==> config.mk <==
export PLATFORM = sky130hd
export DESIGN_NAME = tmr8_cmp_top
export DESIGN_NICKNAME = d
export VERILOG_FILES = /design/src/rtl/tmr8_pkg.sv /design/src/rtl/tmr8_prescaler.sv /design/src/rtl/tmr8_counter.sv /design/src/rtl/tmr8_pwm.sv /design/src/rtl/tmr8_cmp_top.sv
export SDC_FILE = /design/constraint.sdc
export NUM_CORES = 1
export LEC_CHECK = 0
export BUFFER_PORTS_ARGS = -buffer_cell sky130_fd_sc_hd__buf_2
export CAP_MARGIN = 20
export CORE_ASPECT_RATIO = 2
export CORE_UTILIZATION = 60
export CTS_CLUSTER_SIZE = 30
export DETAILED_ROUTE_END_ITERATION = 7
export PLACE_DENSITY = 0.81
export SYNTH_ARGS = -nofsm -noshare
export SYNTH_HDL_FRONTEND = slang
export SYNTH_SLANG_ARGS = --single-unit
==> constraint.sdc <==
create_clock -name clk -period 2.9 [get_ports clk]
set_input_delay 0.58 -clock clk [delete_from_list [all_inputs] [get_ports clk]]
set_output_delay 0.58 -clock clk [all_outputs]
set_load 0.02 [all_outputs]
==> src/rtl/tmr8_pkg.sv <==
package tmr8_pkg;
  localparam int unsigned ADR_W = 3;
  localparam logic [ADR_W-1:0] ADR_CLK  = 3'd0;
  localparam logic [ADR_W-1:0] ADR_CTRL = 3'd1;
  localparam logic [ADR_W-1:0] ADR_CNT  = 3'd2;
  localparam logic [ADR_W-1:0] ADR_CMP  = 3'd3;
  localparam logic [ADR_W-1:0] ADR_IEN  = 3'd4;
  localparam logic [ADR_W-1:0] ADR_FLAG = 3'd5;
  localparam logic [ADR_W-1:0] ADR_DUTY = 3'd6;
endpackage

==> src/rtl/tmr8_prescaler.sv <==
module tmr8_prescaler #(
  parameter int unsigned DIV_W   = 3,
  parameter int unsigned DIV_MAX = 5
) (
  input  logic             clk,
  input  logic             rst,
  input  logic             en_i,
  input  logic [DIV_W-1:0] div_i,
  output logic             tick_o
);
  localparam int unsigned PRE_W = (DIV_MAX > 0) ? DIV_MAX : 1;

  logic [PRE_W-1:0] pre_q;
  logic [PRE_W-1:0] mask;
  logic             legal;

  assign legal  = en_i && (div_i <= DIV_W'(DIV_MAX));
  assign mask   = (PRE_W'(1) << div_i) - PRE_W'(1);
  assign tick_o = legal && ((pre_q & mask) == mask);

  always_ff @(posedge clk) begin
    if (rst || !legal) pre_q <= '0;
    else               pre_q <= pre_q + PRE_W'(1);
  end


  reserved_no_tick_chk: assert property (@(posedge clk) disable iff (rst)
    (!en_i || div_i > DIV_W'(DIV_MAX)) |-> !tick_o);
endmodule

==> src/rtl/tmr8_counter.sv <==
module tmr8_counter #(
  parameter int unsigned CNT_W = 8
) (
  input  logic             clk,
  input  logic             rst,
  input  logic             run_i,
  input  logic             tick_i,
  input  logic             clr_i,
  input  logic [CNT_W-1:0] cmp_i,
  output logic [CNT_W-1:0] cnt_o,
  output logic             match_o
);
  logic [CNT_W-1:0] cnt_q;
  logic             step;

  assign step    = run_i && tick_i;
  assign match_o = step && (cnt_q == cmp_i);
  assign cnt_o   = cnt_q;

  always_ff @(posedge clk) begin
    if (rst || clr_i)  cnt_q <= '0;
    else if (step)     cnt_q <= (cnt_q == cmp_i) ? '0 : cnt_q + CNT_W'(1);
  end


  run_hold_chk: assert property (@(posedge clk) disable iff (rst)
    (!run_i && !clr_i) |=> $stable(cnt_o));

  clear_zero_chk: assert property (@(posedge clk) disable iff (rst)
    clr_i |=> (cnt_o == '0));

  match_wrap_chk: assert property (@(posedge clk) disable iff (rst)
    match_o |=> (cnt_o == '0));
endmodule

==> src/rtl/tmr8_pwm.sv <==
module tmr8_pwm #(
  parameter int unsigned CNT_W = 8
) (
  input  logic             clk,
  input  logic             rst,
  input  logic [CNT_W-1:0] cnt_i,
  input  logic [CNT_W-1:0] duty_i,
  output logic             pwm_o
);
  always_ff @(posedge clk) begin
    if (rst) pwm_o <= 1'b0;
    else     pwm_o <= (cnt_i < duty_i);
  end


  pwm_zero_chk: assert property (@(posedge clk) disable iff (rst)
    (duty_i == '0) |=> !pwm_o);
endmodule

==> src/rtl/tmr8_cmp_top.sv <==
module tmr8_cmp_top
  import tmr8_pkg::*;
#(
  parameter int unsigned DATA_W  = 8,
  parameter int unsigned DIV_W   = 3,
  parameter int unsigned DIV_MAX = 5
) (
  input  logic              clk,
  input  logic              rst,
  input  logic              bus_we,
  input  logic [2:0]        bus_addr,
  input  logic [DATA_W-1:0] bus_wdata,
  output logic [DATA_W-1:0] bus_rdata,
  output logic              irq_o,
  output logic              pwm_o
);
  localparam int unsigned CNT_W = DATA_W;
  localparam int unsigned PAD_W = DATA_W - DIV_W - 1;

  logic             en_q, run_q, ien_q, flag_q;
  logic [DIV_W-1:0] div_q;
  logic [CNT_W-1:0] cmp_q, duty_q, cnt;
  logic             tick, match, cnt_clr, flag_clr;

  assign cnt_clr  = bus_we && (bus_addr == ADR_CTRL) && bus_wdata[1];
  assign flag_clr = bus_we && (bus_addr == ADR_FLAG) && bus_wdata[0];

  always_ff @(posedge clk) begin
    if (rst) begin
      en_q <= 1'b0; div_q <= '0; run_q <= 1'b0;
      cmp_q <= '0; ien_q <= 1'b0; duty_q <= '0;
    end else if (bus_we) begin
      case (bus_addr)
        ADR_CLK:  begin en_q <= bus_wdata[0]; div_q <= bus_wdata[DIV_W:1]; end
        ADR_CTRL: run_q  <= bus_wdata[0];
        ADR_CMP:  cmp_q  <= bus_wdata;
        ADR_IEN:  ien_q  <= bus_wdata[0];
        ADR_DUTY: duty_q <= bus_wdata;
        default:  ;
      endcase
    end
  end

  always_ff @(posedge clk) begin
    if (rst)           flag_q <= 1'b0;
    else if (match)    flag_q <= 1'b1;
    else if (flag_clr) flag_q <= 1'b0;
  end

  always_ff @(posedge clk) begin
    if (rst) irq_o <= 1'b0;
    else     irq_o <= flag_q && ien_q;
  end

  always_ff @(posedge clk) begin
    if (rst) bus_rdata <= '0;
    else begin
      case (bus_addr)
        ADR_CLK:  bus_rdata <= {{PAD_W{1'b0}}, div_q, en_q};
        ADR_CTRL: bus_rdata <= {{(DATA_W-1){1'b0}}, run_q};
        ADR_CNT:  bus_rdata <= cnt;
        ADR_CMP:  bus_rdata <= cmp_q;
        ADR_IEN:  bus_rdata <= {{(DATA_W-1){1'b0}}, ien_q};
        ADR_FLAG: bus_rdata <= {{(DATA_W-1){1'b0}}, flag_q};
        ADR_DUTY: bus_rdata <= duty_q;
        default:  bus_rdata <= '0;
      endcase
    end
  end

  tmr8_prescaler #(.DIV_W(DIV_W), .DIV_MAX(DIV_MAX)) u_pre (
    .clk(clk), .rst(rst), .en_i(en_q), .div_i(div_q), .tick_o(tick));

  tmr8_counter #(.CNT_W(CNT_W)) u_cnt (
    .clk(clk), .rst(rst), .run_i(run_q), .tick_i(tick), .clr_i(cnt_clr),
    .cmp_i(cmp_q), .cnt_o(cnt), .match_o(match));

  tmr8_pwm #(.CNT_W(CNT_W)) u_pwm (
    .clk(clk), .rst(rst), .cnt_i(cnt), .duty_i(duty_q), .pwm_o(pwm_o));


  flag_sticky_chk: assert property (@(posedge clk) disable iff (rst)
    (flag_q && !flag_clr) |=> flag_q);

  match_sets_flag_chk: assert property (@(posedge clk) disable iff (rst)
    match |=> flag_q);

  irq_raise_chk: assert property (@(posedge clk) disable iff (rst)
    (flag_q && ien_q) |=> irq_o);

  irq_quiet_chk: assert property (@(posedge clk) disable iff (rst)
    !(flag_q && ien_q) |=> !irq_o);

  clk_pad_zero_chk: assert property (@(posedge clk) disable iff (rst)
    (bus_addr == ADR_CLK) |=> (bus_rdata[DATA_W-1:DIV_W+1] == '0));
endmodule

# Yosys cells after proc, flatten, opt, wreduce, memory -nomap -nowiden
# Cells that the tools add are included.
# totals
regBits,46
in_bits,14
out_inout_bits,10
wordCells,50
# op_classes
n_addsub,3
order_cmp,2
eq_ne,8
n_shift,1
n_mux,4
n_bitwise,1
n_reduce_logical,19
# op_table
op,n
8-bit one-hot mux with 7 select lines,1
2-bit AND reduction,5
3-bit == test (second input constant),3
1-bit logical AND,9
8-bit by 1-bit adder with 8-bit output (second input constant),1
8-bit == test,1
8-bit less-than comparator,1
8-bit two-way mux,1
3-bit by 2-bit == test with 1-bit output (second input constant),2
5-bit by 1-bit adder with 5-bit output (second input constant),1
5-bit AND,1
5-bit == test,1
1-bit by 3-bit << shifter with 5-bit output (first input constant),1
5-bit by 2-bit subtractor with 5-bit output (second input constant),1
3-bit by 1-bit == test with 1-bit output (second input constant),1
3-bit <= comparator (second input constant),1
3-bit logical NOT,1
1-bit logical OR,2
1-bit two-way mux,2
2-bit nonzero test,1
1-bit logical NOT,1

# Longest topological paths before layout
# Gate-level depths: netlist of run 1.
# logic_depth
ltp_word,8
mapped_depth,7
mapped_depth_nobuf,7

# Modules after synthesis
# Synthesis of run 1 repeated with hierarchy kept, for this count alone.
# unflattened
hier_cells,271
area_unflattened_um2,2384.8
# modules_own_cells
mod,instances,cells_each,area_each_um2
tmr8_cmp_top,1,158,1423.9
tmr8_counter,1,53,455.4
tmr8_prescaler,1,34,304.0
tmr8_pwm,1,26,201.4

# Worst setup path after synthesis of run 1
# Ideal clock, no wire load.
# synth_timing
path_kind,input port to flip-flop
from,input bus_addr[1]
to,register u_cnt.cnt_q[4] (netlist: u_cnt.cnt_o[4])
setup_time_ps,59
arrival_time_ps,1772
slack_ps,1069
cell_stages,6
n_path_buf,1
path_cell_list,clkbuf_1 > and4bb_1 > a21oi_1 > nand3_1 > o22ai_1 > a31o_1
# synth_via
elab_chain_cells,4
# synth_rtl
element,line,text
start: declaration,tmr8_cmp_top.sv:11,"input logic [2:0] bus_addr,"
3-bit by 1-bit == test with 1-bit output,tmr8_cmp_top.sv:25,assign cnt_clr = bus_we && (bus_addr == ADR_CTRL) && bus_wdata[1];
1-bit logical AND (2 in series),tmr8_cmp_top.sv:25,
1-bit logical OR,tmr8_counter.sv:21,if (rst || clr_i) cnt_q <= '0;
end signal: assignment,tmr8_counter.sv:22,else if (step) cnt_q <= (cnt_q == cmp_i) ? '0 : cnt_q + CNT_W'(1);
end: declaration,tmr8_counter.sv:13,logic [CNT_W-1:0] cnt_q;
# No other way between the ends.
# A chain may end at the register's enable or synchronous reset.

# Worst setup path in the final report of run 1
# layout_timing
from,register u_cnt.cnt_q[2] (netlist: u_cnt.cnt_o[2])
to,register u_cnt.cnt_q[1] (netlist: u_cnt.cnt_o[1])
# layout_via
elab_chain_cells,2
# layout_rtl
element,line
8-bit == test,tmr8_counter.sv:22
8-bit two-way mux,tmr8_counter.sv:22
# No other way between the ends.

==> results.json, run 1 <==
{
  "drc_errors": 0,
  "min_period_ps": 1890,
  "grt_use_total": 0.300,
  "worst_path_largest_cell_delay_ps": 510,
  "dieArea_sq_um": 4160,
  "setup_viol_count_final": 0,
  "multi_input_comb_area_sq_um": 1330,
  "slew-limit-headroom": 0.604,
  "drt_first_iter_violations": 55,
  "routed_via_density": 6.03,
  "cts-htree-levels": 2,
  "synth.net_count": 300,
  "seq_power_share": 0.530,
  "post_cts.repair.setup_buffers": 0,
  "power_switching_share": 0.241,
  "num_antenna_cells": 0,
  "io_buffers": 23,
  "hold-worst-slack_ps": 471,
  "arrival_ps": 2090,
  "nNetsFinal": 316,
  "final_layout_size_suffix_gt1_frac": 0.136,
  "worst_setup_hold_path_clk_slew_ps": 90,
  "clock_path_buffers": 2,
  "synth_sequential_area_ratio": 0.395,
  "postSynthCellCount": 277,
  "peakVddDrop_mv": 0.426,
  "largest_net_degree_at_the_start_of_global_routing": 34,
  "ys.warnings.count": 0,
  "timing.setup.tns_ps": 0,
  "placed_cells": 335,
  "finalHoldViolCount": 0,
  "rows": 31,
  "initial_core_util": 0.633,
  "start_kind": "flop",
  "switching_power_mw": 0.296,
  "crit_family": "simple AND/OR/NAND/NOR gates",
  "postLayoutCoreUtil": 0.696,
  "synthFlopType": "dfxtp_1",
  "worst_skew_late_latency_ps": 300,
  "share_clk_of_total_power": 0.396,
  "area.sequential_sq_um": 921,
  "wire_per_inst_um": 16.0,
  "vias": 2070,
  "min_period_over_period": 0.652,
  "drv.max_cap_violation_count": 0,
  "rsz0062_at_grt": "no",
  "antenna_left": 0,
  "worst_ep_required_time_ps": 3100,
  "clockRootBuffer": "clkbuf_8",
  "detail_route.first_pass.iterations": 4,
  "syn_area_sq_um": 2330,
  "route.final.wire_length_um": 5480,
  "avgSynthCellArea_sq_um": 8.42,
  "die_w_um": 46.1,
  "cts-buffers-inserted": 5,
  "core_sq_um": 3680,
  "comb_power_share": 0.074,
  "post_cts_hold_buffer_count": 0,
  "tritoncts_clock_tree": "built",
  "synth_edf_count": 0,
  "first_global_vias": 2063,
  "cellPowerDensity_nw_per_um2": 477,
  "worst_pin_slew_ps": 594,
  "path_buf_inv": 0,
  "synthArstFlopShare": 0,
  "finClkSkew_ps": 7.59,
  "ctsResizeCount": 0,
  "global_route_wire_length_before_repair_um": 9040,
  "globalplace.congestion": 0.951,
  "worstPathCellList": "xor2_1 > nor4_1 > and2_1 > nor2_1 > a32o_1",
  "globalRoute.totalOverflow": 0,
  "synth_top_area_share": 0.395,
  "place_hpwl_um": 4020,
  "io-pin-count": 24,
  "status": "complete, no violations",
  "worst_hold_path_type": "flop to flop",
  "p_leak_nw": 0.993,
  "final-max-slew-violation-count": 0,
  "report.power.total_mw": 1.22,
  "worstSetupEndpointType": "flop",
  "clock.fmax_mhz": 529,
  "cp_max_fo": 8,
  "p_int_mw": 0.929,
  "top_area_cells_in_the_synthesized_netlist": "dfxtp_1 (39%), nand2_1 (7.6%), a21oi_1 (6.4%), mux2i_1 (5.6%), ha_1 (4.8%)",
  "area_growth_syn_to_layout_pct": 9.97,
  "post-synth-top-area-cell": "dfxtp_1",
  "crit_slowest_cell": "dfxtp_1",
  "timing.setup.critical_path_class": "flop to flop",
  "grt_antenna_before_repair": 0,
  "fillerInstances": 302,
  "die_y_um": 90.2,
  "ys_seq_elements": 46,
  "cts.sinks": 46,
  "distinct_cell_type_count_of_the_synthesized_netlist": 49,
  "number_of_standard_cells_in_the_layout_taps_in_and_fillers_out": 343
}
-- flip-flops by register name (all words and copies together) (netlist names) --
signal	cells
bus_rdata	8
cmp_q	8
duty_q	8
u_cnt.cnt_o	8
u_pre.pre_q	5
div_q	3
en_q	1
flag_q	1
ien_q	1
irq_o	1
run_q	1
u_pwm.pwm_o	1
-- final timing paths --
path | startpoint | to | slack [ps] | cells after the start
max reg2reg | u_cnt.cnt_o[2]$_SDFFE_PP0P_ | u_cnt.cnt_o[1]$_SDFFE_PP0P_ | 1010 | 5
min reg2reg | ien_q$_SDFFE_PP0P_ | irq_o$_SDFF_PP0_ | 470 | 2
max | u_cnt.cnt_o[2]$_SDFFE_PP0P_ | u_cnt.cnt_o[1]$_SDFFE_PP0P_ | 1010 | 5
min | ien_q$_SDFFE_PP0P_ | irq_o$_SDFF_PP0_ | 470 | 2
-- worst register-to-register path, delay by kind of cell (launching register included) --
kind	cells	cell delay, ps
AND/OR/NAND/NOR	3	840
flip-flops	1	510
AO/OA/AOI/OAI	1	280
XOR/XNOR	1	160
-- per-stage QoR --
| step | instance area, sq um | worst slack (ps) |
|---|---|---|
| floorplan | 2330 | 1070 |
| global placement | 2450 | 925 |
| detailed placement | 2450 | 859 |
| CTS | 2570 | 1020 |
| global route | 2570 | 849 |
| finish | 2570 | 1010 |
-- power by group through the flow --
stage               clock network [mW]  registers [mW]  logic, mW
CTS                              0.493           0.648     0.0909
global route                     0.509           0.650      0.101
global placement                     0           0.663     0.0885
detailed placement                   0           0.663     0.0901
floorplan                            0           0.663     0.0625
finish                           0.485           0.648     0.0909
-- metal layers --
| metal | share of wire | GRT usage | up-vias |
|---|---|---|---|
| met5 | 0 | 0 | - |
| met4 | 0.084 | 0.248 | 0 |
| met3 | 0.030 | 0.0462 | 37 |
| met2 | 0.53 | 0.488 | 80 |
| met1 | 0.36 | 0.307 | 960 |
| li1 | - | - | 993 |
-- cell usage after synthesis (3+ instances only) --
| cell | count |
|---|---|
| nand2_1 | 47 |
| dfxtp_1 | 46 |
| a21oi_1 | 30 |
| nor2_1 | 27 |
| mux2i_1 | 13 |
| xor2_1 | 11 |
| ha_1 | 9 |
| nand3_1 | 9 |
| clkbuf_1 | 8 |
| inv_1 | 8 |
| o21ai_0 | 7 |
| and2_1 | 4 |
| buf_2 | 4 |
| nand3b_1 | 4 |
| nor2b_1 | 4 |
| a21o_1 | 3 |
| nand2b_1 | 3 |
-- cell families (layout without fill, tap and decap cells) --
| kind of cell | after synthesis | count (layout) | synth area share |
|---|---|---|---|
| adder cells (fa/ha/maj) | 9 | 9 | 0.0483 |
| XOR/XNOR | 12 | 12 | 0.0450 |
| multiplexers | 14 | 14 | 0.0654 |
| AO/OA/AOI/OAI | 59 | 59 | 0.163 |
| AND/OR/NAND/NOR | 115 | 115 | 0.246 |
| buffers and inverters | 22 | 39 | 0.0375 |
| flip-flops | 46 | 46 | 0.395 |
-- cell usage in the layout, fill, tap and decap left out, types with 2 or more instances in the layout --
| cell type | n |
|---|---|
| a21o_1 | 3 |
| o21ai_0 | 7 |
| nand3_1 | 9 |
| xor2_1 | 11 |
| nor2b_1 | 4 |
| a31o_1 | 2 |
| nor2_1 | 27 |
| clkinvlp_4 | 2 |
| and3_1 | 2 |
| o2111ai_1 | 2 |
| nand3b_1 | 4 |
| dfxtp_1 | 46 |
| ha_1 | 9 |
| nand2b_1 | 3 |
| buf_2 | 23 |
| mux2i_1 | 13 |
| inv_1 | 8 |
| nor4_1 | 2 |
| a211oi_1 | 2 |
| a21oi_1 | 30 |
| nand2_1 | 47 |
| o22ai_1 | 2 |
| or4b_1 | 2 |
| and2_1 | 4 |
| clkbuf_8 | 5 |
-- area by class of cell --
type,instances,area share
clock buffer,5,0.0268
clock inverter,3,0.0176
inverter,8,0.0117
multi-input combinational,209,0.516
sequential,46,0.359
tap,49,0.0239
timing repair buffer,23,0.0449
No activity file was read; power rests on OpenSTA's default activity.
==> inputs of run 2 (changes only) <==
--- a/config.mk
+++ b/config.mk
@@ -8,10 +8,10 @@
 export BUFFER_PORTS_ARGS = -buffer_cell sky130_fd_sc_hd__buf_2
 export CAP_MARGIN = 20
 export CORE_ASPECT_RATIO = 2
-export CORE_UTILIZATION = 60
+export CORE_UTILIZATION = 58
 export CTS_CLUSTER_SIZE = 30
 export DETAILED_ROUTE_END_ITERATION = 7
-export PLACE_DENSITY = 0.81
+export PLACE_DENSITY = 0.79
 export SYNTH_ARGS = -nofsm -noshare
 export SYNTH_HDL_FRONTEND = slang
 export SYNTH_SLANG_ARGS = --single-unit
==> constraint.sdc (replaced) <==
create_clock -name clk -period 1.8 [get_ports clk]
set_input_delay 0.36 -clock clk [delete_from_list [all_inputs] [get_ports clk]]
set_output_delay 0.36 -clock clk [all_outputs]
set_load 0.02 [all_outputs]
==> results.json, run 2 (synthesis results as in run 1) <==
{
  "grt_antenna_before_repair": 0,
  "antenna_left": 0,
  "grt_use_total": 0.321,
  "worst_hold_path_type": "input pin to flop",
  "finalWorstSetupSlack_ps": -10.3,
  "drt_first_iter_violations": 92,
  "initial_core_util": 0.607,
  "peakVddDrop_mv": 0.877,
  "min_delay_worst_endpoint": "duty_q[6]$_SDFFE_PP0P_",
  "clock_path_buffers": 2,
  "worst_setup_hold_path_clk_slew_ps": 100,
  "routed_via_density": 5.79,
  "setup_viol_count_final": 1,
  "final_layout_size_suffix_gt1_frac": 0.226,
  "fillerInstances": 327,
  "globalRoute.totalOverflow": 0,
  "worst_skew_late_latency_ps": 310,
  "timing.setup.tns_ps": -10.3,
  "most_frequent_standard_cell_in_the_layout_excluding_fill_and_tap_cells": "nand2_1",
  "io_buffers": 23,
  "startpoint_of_the_lowest_slack_hold_path": "bus_wdata[6]",
  "violations": "setup timing",
  "dieArea_sq_um": 4300,
  "detail_route.first_pass.iterations": 4,
  "timing.setup.critical_path_class": "flop to flop",
  "finalHoldViolCount": 0,
  "die_w_um": 46.9,
  "route.final.wire_length_um": 6080,
  "status": "complete, but fails checks",
  "tritoncts_clock_tree": "built",
  "worst_ep_required_time_ps": 2030,
  "cellPowerDensity_nw_per_um2": 719,
  "postLayoutCoreUtil": 0.728,
  "dpl_worst_slack_ps": -5.55,
  "final-max-slew-violation-count": 0,
  "min_period_ps": 1810,
  "vias": 2143,
  "clock.fmax_mhz": 552,
  "critical_path.reg2reg.endpoint": "u_cnt.cnt_o[7]$_SDFFE_PP0P_",
  "min_period_over_period": 1.01,
  "rows": 32,
  "placed_cells": 361,
  "cts.sinks": 46,
  "multi_input_comb_area_sq_um": 1360,
  "post_cts_hold_buffer_count": 0,
  "area.sequential_sq_um": 926,
  "start_kind": "flop",
  "clockRootBuffer": "clkbuf_8",
  "gr-max-usage-layer": "met2",
  "num_antenna_cells": 0,
  "place_hpwl_um": 4490,
  "met1_track_demand_over_resource": 0.330,
  "finClkSkew_ps": 12.7,
  "grt_util_met3": 0.0669,
  "cts-buffers-inserted": 5,
  "global_route_wire_length_before_repair_um": 9890,
  "core_sq_um": 3840,
  "drv.max_cap_violation_count": 0,
  "worst-r2r-setup-slack_ps": -10,
  "hold-worst-slack_ps": 291,
  "hold-path-cell-count": 3,
  "wire_per_inst_um": 16.4,
  "globalplace.congestion": 0.909,
  "mostFrequentLayoutCells": "nand2_1 (47), dfxtp_1 (42), a21oi_1 (30)",
  "grt.met2_usage": 0.542,
  "worst_r2r_startpoint": "div_q[1]$_SDFFE_PP0P_",
  "nNetsFinal": 341,
  "cp_max_fo": 7,
  "largest_net_degree_at_the_start_of_global_routing": 32,
  "drc_errors": 0,
  "r2r_cells": 5,
  "worst_pin_slew_ps": 470,
  "number_of_standard_cells_in_the_layout_taps_in_and_fillers_out": 370,
  "die_y_um": 91.7,
  "rsz0062_at_grt": "yes",
  "io-pin-count": 24,
  "first_global_vias": 2175,
  "area_growth_syn_to_layout_pct": 19.9,
  "arrival_ps": 2040,
  "cts-htree-levels": 2,
  "p_leak_nw": 1.14,
  "slew-limit-headroom": 0.685,
  "worstSetupEndpointType": "flop"
}
## run 2: worst max path at each step
stage | end | from | depth (start not counted)
floorplan | u_cnt.cnt_o[7]$_SDFFE_PP0P_ | u_pre.pre_q[0]$_SDFF_PP0_ | 5
global placement | u_cnt.cnt_o[7]$_SDFFE_PP0P_ | div_q[2]$_SDFFE_PP0P_ | 5
detailed placement | u_cnt.cnt_o[7]$_SDFFE_PP0P_ | div_q[2]$_SDFFE_PP0P_ | 5
CTS | u_cnt.cnt_o[7]$_SDFFE_PP0P_ | div_q[2]$_SDFFE_PP0P_ | 5
global route | u_cnt.cnt_o[7]$_SDFFE_PP0P_ | div_q[1]$_SDFFE_PP0P_ | 5
finish | u_cnt.cnt_o[7]$_SDFFE_PP0P_ | div_q[1]$_SDFFE_PP0P_ | 5
## run 2: report_power, final
part / internal (mW) / total, mW / switching (mW)
clock: 0.417 / 0.793 / 0.376
combinational: 0.0718 / 0.175 / 0.103
sequential: 1.03 / 1.04 / 0.0130
total: 1.52 / 2.01 / 0.493
## run 2: critical path: stages (launching register included)
cell and delay, ps:
dfxtp_2 350, nand2b_1 190, o22ai_4 210, o2111ai_4 210, or4_4 550, a211oi_2 220
## run 2: area by class of cell
| type | instances | share of cell area |
|---|---|---|
| Inverter | 8 | 0.0107 |
| Sequential cell | 46 | 0.331 |
| Clock buffer | 5 | 0.0246 |
| Multi-Input combinational cell | 209 | 0.487 |
| Clock inverter | 3 | 0.0157 |
| Tap cell | 51 | 0.0228 |
| Timing Repair Buffer | 48 | 0.108 |
## run 2: metrics by stage
| step | power, mW | cell area [sq um] |
|---|---|---|
| 6_report | 2.01 | 2800 |
| 5_1_grt | 2.08 | 2800 |
| 4_1_cts | 2.01 | 2770 |
| 3_5_place_dp | 1.23 | 2640 |
| 3_3_place_gp | 1.23 | 2640 |
| 2_1_floorplan | 1.17 | 2330 |
## run 2: timing repair
item                       4_1_cts  5_1_grt
resized for setup                1        9
setup endpoints to repair        1        6
setup buffers                    1        0
pin swaps                        1        2
## run 2: per-layer routing
metal	vias up	wire (um)
met3	24	235
li1	1046	-
met5	-	0
met1	1012	2190
met4	0	292
met2	61	3350
